--- config.mk ---
export PLATFORM = sky130hd
export DESIGN_NAME = sec_drift_comp
export DESIGN_NICKNAME = d
export VERILOG_FILES = /design/src/rtl/dcomp_pkg.sv /design/src/rtl/dcomp_cfg_reg.sv /design/src/rtl/dcomp_sec_cnt.sv /design/src/rtl/dcomp_tick_fsm.sv /design/src/rtl/sec_drift_comp.sv
export SDC_FILE = /design/constraint.sdc
export NUM_CORES = 1
export LEC_CHECK = 0
export ABC_CLOCK_PERIOD_IN_PS = 1900
export BUFFER_PORTS_ARGS = -buffer_cell sky130_fd_sc_hd__buf_2
export CAP_MARGIN = 10
export CORE_AREA = 4 4 79 81
export DETAILED_ROUTE_END_ITERATION = 6
export DIE_AREA = 0 0 83 85
export HOLD_SLACK_MARGIN = 0.15
export PLACE_DENSITY = 0.69
export SYNTH_ARGS = -nofsm -noshare
export SYNTH_HDL_FRONTEND = slang
export SYNTH_SLANG_ARGS = --single-unit
export TNS_END_PERCENT = 20
--- constraint.sdc ---
create_clock -name clk -period 1.9 [get_ports clk]
set_clock_uncertainty 0.1 [all_clocks]
set_input_delay 0 -clock clk [delete_from_list [all_inputs] [get_ports clk]]
set_output_delay 0 -clock clk [all_outputs]
set_load 0.005 [all_outputs]
--- src/rtl/dcomp_pkg.sv ---
package dcomp_pkg;
    typedef enum logic [1:0] {
        MODE_NONE0 = 2'd0,
        MODE_NONE1 = 2'd1,
        MODE_DROP  = 2'd2,
        MODE_ADD   = 2'd3
    } adj_mode_e;

    typedef enum logic [1:0] {
        ST_PASS  = 2'd0,
        ST_DELAY = 2'd1,
        ST_EMIT  = 2'd2
    } fsm_st_e;
endpackage

--- src/rtl/dcomp_cfg_reg.sv ---
module dcomp_cfg_reg
    import dcomp_pkg::*;
#(
    parameter int                ADDR_W    = 8,
    parameter int                DATA_W    = 32,
    parameter logic [ADDR_W-1:0] ADJ_ADDR  = 8'h18,
    parameter int                MATCH_W   = 19,
    parameter int                MODE_LSB  = 19,
    parameter int                VALID_BIT = 23
) (
    input  logic               clk,
    input  logic               rst_n,
    input  logic               cfg_we,
    input  logic [ADDR_W-1:0]  cfg_addr,
    input  logic [DATA_W-1:0]  cfg_wdata,
    output logic               wr_hit,
    output logic [MATCH_W-1:0] match_q,
    output adj_mode_e          mode_q,
    output logic               valid_q
);
    assign wr_hit = cfg_we && (cfg_addr == ADJ_ADDR);

    always_ff @(posedge clk or negedge rst_n) begin
        if (!rst_n) begin
            match_q <= '0;
            mode_q  <= MODE_NONE0;
            valid_q <= 1'b0;
        end else if (wr_hit) begin
            match_q <= cfg_wdata[MATCH_W-1:0];
            mode_q  <= adj_mode_e'(cfg_wdata[MODE_LSB+1:MODE_LSB]);
            valid_q <= cfg_wdata[VALID_BIT];
        end
    end
endmodule

--- src/rtl/dcomp_sec_cnt.sv ---
module dcomp_sec_cnt #(
    parameter int MATCH_W = 19
) (
    input  logic               clk,
    input  logic               rst_n,
    input  logic               clr,
    input  logic               en,
    input  logic               tick,
    input  logic [MATCH_W-1:0] match_val,
    output logic               hit,
    output logic [MATCH_W-1:0] cnt
);
    logic at_match;

    assign at_match = (cnt == match_val);
    assign hit      = en && tick && at_match;

    always_ff @(posedge clk or negedge rst_n) begin
        if (!rst_n) begin
            cnt <= '0;
        end else if (clr || !en) begin
            cnt <= '0;
        end else if (tick) begin
            cnt <= at_match ? '0 : cnt + 1'b1;
        end
    end
endmodule

--- src/rtl/dcomp_tick_fsm.sv ---
module dcomp_tick_fsm
    import dcomp_pkg::*;
#(
    parameter int GAP_CYC = 4,
    localparam int GAP_W  = $clog2(GAP_CYC + 1)
) (
    input  logic    clk,
    input  logic    rst_n,
    input  logic    tick_in,
    input  logic    hit,
    input  logic    drop_en,
    input  logic    add_en,
    output logic    tick_out,
    output fsm_st_e state
);
    fsm_st_e          state_nx;
    logic [GAP_W-1:0] gap_q;
    logic [GAP_W-1:0] gap_nx;

    always_comb begin
        state_nx = state;
        gap_nx   = gap_q;
        unique case (state)
            ST_PASS: begin
                if (tick_in && hit && add_en) begin
                    state_nx = ST_DELAY;
                    gap_nx   = GAP_W'(GAP_CYC - 1);
                end
            end
            ST_DELAY: begin
                if (gap_q == '0) state_nx = ST_EMIT;
                else             gap_nx   = gap_q - 1'b1;
            end
            ST_EMIT: begin
                state_nx = ST_PASS;
            end
            default: state_nx = ST_PASS;
        endcase
    end

    always_ff @(posedge clk or negedge rst_n) begin
        if (!rst_n) begin
            state <= ST_PASS;
            gap_q <= '0;
        end else begin
            state <= state_nx;
            gap_q <= gap_nx;
        end
    end

    always_ff @(posedge clk or negedge rst_n) begin
        if (!rst_n) begin
            tick_out <= 1'b0;
        end else begin
            tick_out <= (tick_in && !(hit && drop_en)) || (state == ST_EMIT);
        end
    end
endmodule

--- src/rtl/sec_drift_comp.sv ---
module sec_drift_comp
    import dcomp_pkg::*;
#(
    parameter int                ADDR_W    = 8,
    parameter int                DATA_W    = 32,
    parameter logic [ADDR_W-1:0] ADJ_ADDR  = 8'h18,
    parameter int                MATCH_W   = 19,
    parameter int                MODE_LSB  = 19,
    parameter int                VALID_BIT = 23,
    parameter int                GAP_CYC   = 4
) (
    input  logic              clk,
    input  logic              rst_n,
    input  logic              tick_in,
    input  logic              cfg_we,
    input  logic [ADDR_W-1:0] cfg_addr,
    input  logic [DATA_W-1:0] cfg_wdata,
    output logic              tick_out
);
    logic               wr_hit;
    logic [MATCH_W-1:0] match_q;
    adj_mode_e          mode_q;
    logic               valid_q;
    logic               drop_en;
    logic               add_en;
    logic               hit;
    logic [MATCH_W-1:0] cnt;
    fsm_st_e            state;

    dcomp_cfg_reg #(
        .ADDR_W(ADDR_W), .DATA_W(DATA_W), .ADJ_ADDR(ADJ_ADDR),
        .MATCH_W(MATCH_W), .MODE_LSB(MODE_LSB), .VALID_BIT(VALID_BIT)
    ) u_cfg (
        .clk(clk), .rst_n(rst_n), .cfg_we(cfg_we), .cfg_addr(cfg_addr),
        .cfg_wdata(cfg_wdata), .wr_hit(wr_hit), .match_q(match_q),
        .mode_q(mode_q), .valid_q(valid_q)
    );

    assign drop_en = valid_q && (mode_q == MODE_DROP);
    assign add_en  = valid_q && (mode_q == MODE_ADD);

    dcomp_sec_cnt #(.MATCH_W(MATCH_W)) u_cnt (
        .clk(clk), .rst_n(rst_n), .clr(wr_hit), .en(drop_en || add_en),
        .tick(tick_in), .match_val(match_q), .hit(hit), .cnt(cnt)
    );

    dcomp_tick_fsm #(.GAP_CYC(GAP_CYC)) u_fsm (
        .clk(clk), .rst_n(rst_n), .tick_in(tick_in), .hit(hit),
        .drop_en(drop_en), .add_en(add_en), .tick_out(tick_out),
        .state(state)
    );
endmodule

==> out/metrics.json <==
{
  "run_status": "complete, but fails checks",
  "violations_in_the_final_reports": "negative setup slack",
  "cts.reportedPaths.clkPinSlew_ps": 90,
  "route.detailed.drc": 0,
  "fin_crit_ps": 2100,
  "max_cap_violations": 0,
  "route.top_layer_used": "met4",
  "grt_overflow": 0,
  "achievable-frequency_ghz": 0.475,
  "synthDistinctLibCells": 38,
  "met3_wirelength_um": 326,
  "num-nets-final": 400,
  "worstSkewPairLatency_ps": 300,
  "maximum_number_of_pins_on_one_net_before_global_route_repair": 25,
  "synthesis.area_um2": 2570,
  "avgSynthCellArea_um2": 9.91,
  "fin_util_pct": 64.7,
  "portBuffers": 34,
  "die_width_um": 83,
  "slew_viol_final": 0,
  "cts-htree-levels": 2,
  "critical_path.max_stage_delay_ps": 400,
  "post-dp-hpwl_mm": 4.68,
  "critical_path.endpoint_type": "flip-flop",
  "clock_sink_count": 47,
  "crit_path_max_fanout": 17,
  "hold_viol": 0,
  "clock_tree_from_tritoncts": "yes",
  "crit_path_cell_trace": "xor2_1 > nor4_1 > buf_4 > nand4_1 > buf_6 > o211ai_1 > o211ai_1",
  "dieArea_um2": 7060,
  "placement_rows": 27,
  "grt_pass1_vias": 2352,
  "number_of_storage_elements_in_the_synthesis_netlist": 47,
  "ir_drop_v": 0.000545,
  "filler_cell_count": 439,
  "syn_inst": 259,
  "power.density_cell_area_nw_per_um2": 591,
  "crit_top_cell": "o211ai_1",
  "period_share_pct": 111,
  "crit_path_top_delay_cell": "dfrtp_1",
  "grt_setup_unrepaired": "yes",
  "drtPass1Iterations": 4,
  "globalplace.congestion": 0.882,
  "routed-via-count": 2328,
  "synth_warnings": 0,
  "wire_length_of_the_first_global_routing_pass_mm": 11.1,
  "post_layout_nonfiller_instances": 425,
  "setup_viol": 24,
  "numCtsBuffers": 5,
  "max_transition_margin_pct": 46.5,
  "drt-met1-wl_mm": 2.93,
  "number_of_antenna_violations_at_the_first_check_in_global_routing": 0,
  "required_ps": 1970,
  "drt_wirelength_mm": 6.68,
  "antenna_cells": 0,
  "layout_common_cells": "47 x dfrtp_1, 39 x buf_4, 35 x nand2_1, 34 x buf_2, 30 x dlygate4sd3_1",
  "path_class": "reg -> reg",
  "power.leakage_nw": 1.66,
  "io_pins": 45,
  "cts_max_path_buffers": 2,
  "viasPerCell": 5.48,
  "met2_length_mm": 3.28,
  "detailedRoute.firstIterationViolations": 175,
  "floorplan.initialDensity_pct": 46.9,
  "mostFrequentLayoutCell": "dfrtp_1",
  "average_routed_wire_per_standard_cell_um": 15.7,
  "critPathLaunchType": "flip-flop",
  "seq_area_frac_synth_pct": 45.8,
  "drive_gt1_share_pct": 34.0,
  "synthesis.nets": 306,
  "numPlacedInstances": 386,
  "timing.final.ws_setup_ps": -204,
  "timing.hold.worst.class": "in -> reg",
  "syn2layout_area_growth_pct": 37.8,
  "tns_ps": -3060,
  "tightestPinTransition_ps": 799,
  "core_area_um2": 5470,
  "die_height_um": 85,
  "final_antenna_net_count": 0,
  "grt_usage_pct": 19.5,
  "critical_path_arrival_ps": 2170,
  "cts_root_buffer": "clkbuf_8"
}
## path summary, 6_finish.rpt
check / from / end / slack [ps] / cells after the start
setup / recovery: u_cfg.match_q[16] / u_cnt.cnt[16] / -200 / 7
hold / removal: cfg_addr[0] / u_cnt.cnt[1] / 170 / 4
setup reg to reg: u_cfg.match_q[16] / u_cnt.cnt[16] / -200 / 7
hold reg to reg: u_fsm.gap_q[2] / u_fsm.state[1] / 370 / 1
max in group asynchronous: rst_n / u_cnt.cnt[0] / 410 / 3
min in group asynchronous: rst_n / u_cfg.match_q[10] / 600 / 3
## through the flow
stage / area [um^2] / hold slack, ps / setup slack (ps) / total power [mW]
after floorplan: 2570 / -396 / 26.5 / 1.17
after global placement: 3050 / -65.8 / -234 / 1.30
after detailed placement: 3050 / -71.4 / -239 / 1.31
after CTS: 3490 / 159 / -154 / 2.09
after global routing: 3540 / 166 / -276 / 2.17
final: 3540 / 171 / -204 / 2.09
## synthesized netlist by cell type (all sizes together)
master	count	area, um^2
o311ai	3	26.3
nor4	8	50.1
nand2b	3	18.8
nor3b	1	7.51
or2	1	6.26
nor4bb	1	10.0
nand4	5	31.3
a31oi	1	6.26
o2111ai	4	35.0
o31ai	3	27.5
nor3	5	25.0
o22ai	1	6.26
ha	3	37.5
mux2	23	259
xor2	16	140
nor2	12	45.0
clkbuf	6	22.5
or4	4	30.0
buf	13	65.1
and4	1	8.76
xnor2	3	26.3
o21ai	10	53.8
inv	9	33.8
dfrtp	47	1180
o311a	1	10.0
nand3	8	45.0
nand2	35	131
a21oi	3	15.0
a31o	1	8.76
nor2b	2	12.5
a2bb2oi	1	8.76
o211ai	25	188
## registers in the layout (all words and copies together) (netlist names)
signal and flops:
u_fsm.tick_out 1, u_cfg.valid_q 1, u_fsm.gap_q 3, u_cfg.match_q 19
u_cnt.cnt 19, u_fsm.state 2, u_cfg.mode_q 2
## power by group
part | leakage, nW | switching [mW] | internal (mW)
combinational | 0.957 | 0.171 | 0.159
sequential | 0.650 | 0.0159 | 1.02
clock | 0.0502 | 0.336 | 0.385
## critical path, delay by kind of cell, from the launching register on
| kind | cells | cell delay, ps |
|---|---|---|
| and+or+nand+nor | 2 | 540 |
| buffers and inverters | 2 | 430 |
| DFF | 1 | 400 |
| AOI/OAI and AO/OA | 2 | 330 |
| xor gates and xnor gates | 1 | 170 |
## layer usage
| layer | vias up | track usage (%) |
|---|---|---|
| met2 | 80 | 32.8 |
| met1 | 1107 | 24.2 |
| met3 | 14 | 3.88 |
| met5 | - | 0 |
| li1 | 1127 | - |
| met4 | 0 | 8.62 |
## cells by family after synthesis
kind of cell,Yosys count,share of synthesized area (%)
compound gates,53,15.0
buf+inv,28,4.73
xor+xnor,19,6.48
flops,47,45.8
mux,23,10.1
fa+ha+maj,3,1.46
simple gates,86,16.4
## cell type report
type / instances / area [um^2] / area share [%]
inverter: 9 / 33.8 / 0.955
clock inverter: 2 / 37.5 / 1.06
tap: 72 / 90.1 / 2.55
clock buffer: 5 / 68.8 / 1.94
multi-input combinational: 184 / 1330 / 37.5
timing repair buffer: 106 / 806 / 22.8
sequential: 47 / 1180 / 33.2
## repair_timing
item / CTS / global route
buffers inserted: 0 / 2
hold endpoints to repair: 85 / 0
hold buffers: 30 / 0
gates resized for setup: 12 / 6
pin swaps: 10 / 4
setup endpoints to repair: 24 / 24
(Power assumes the default switching activity.)
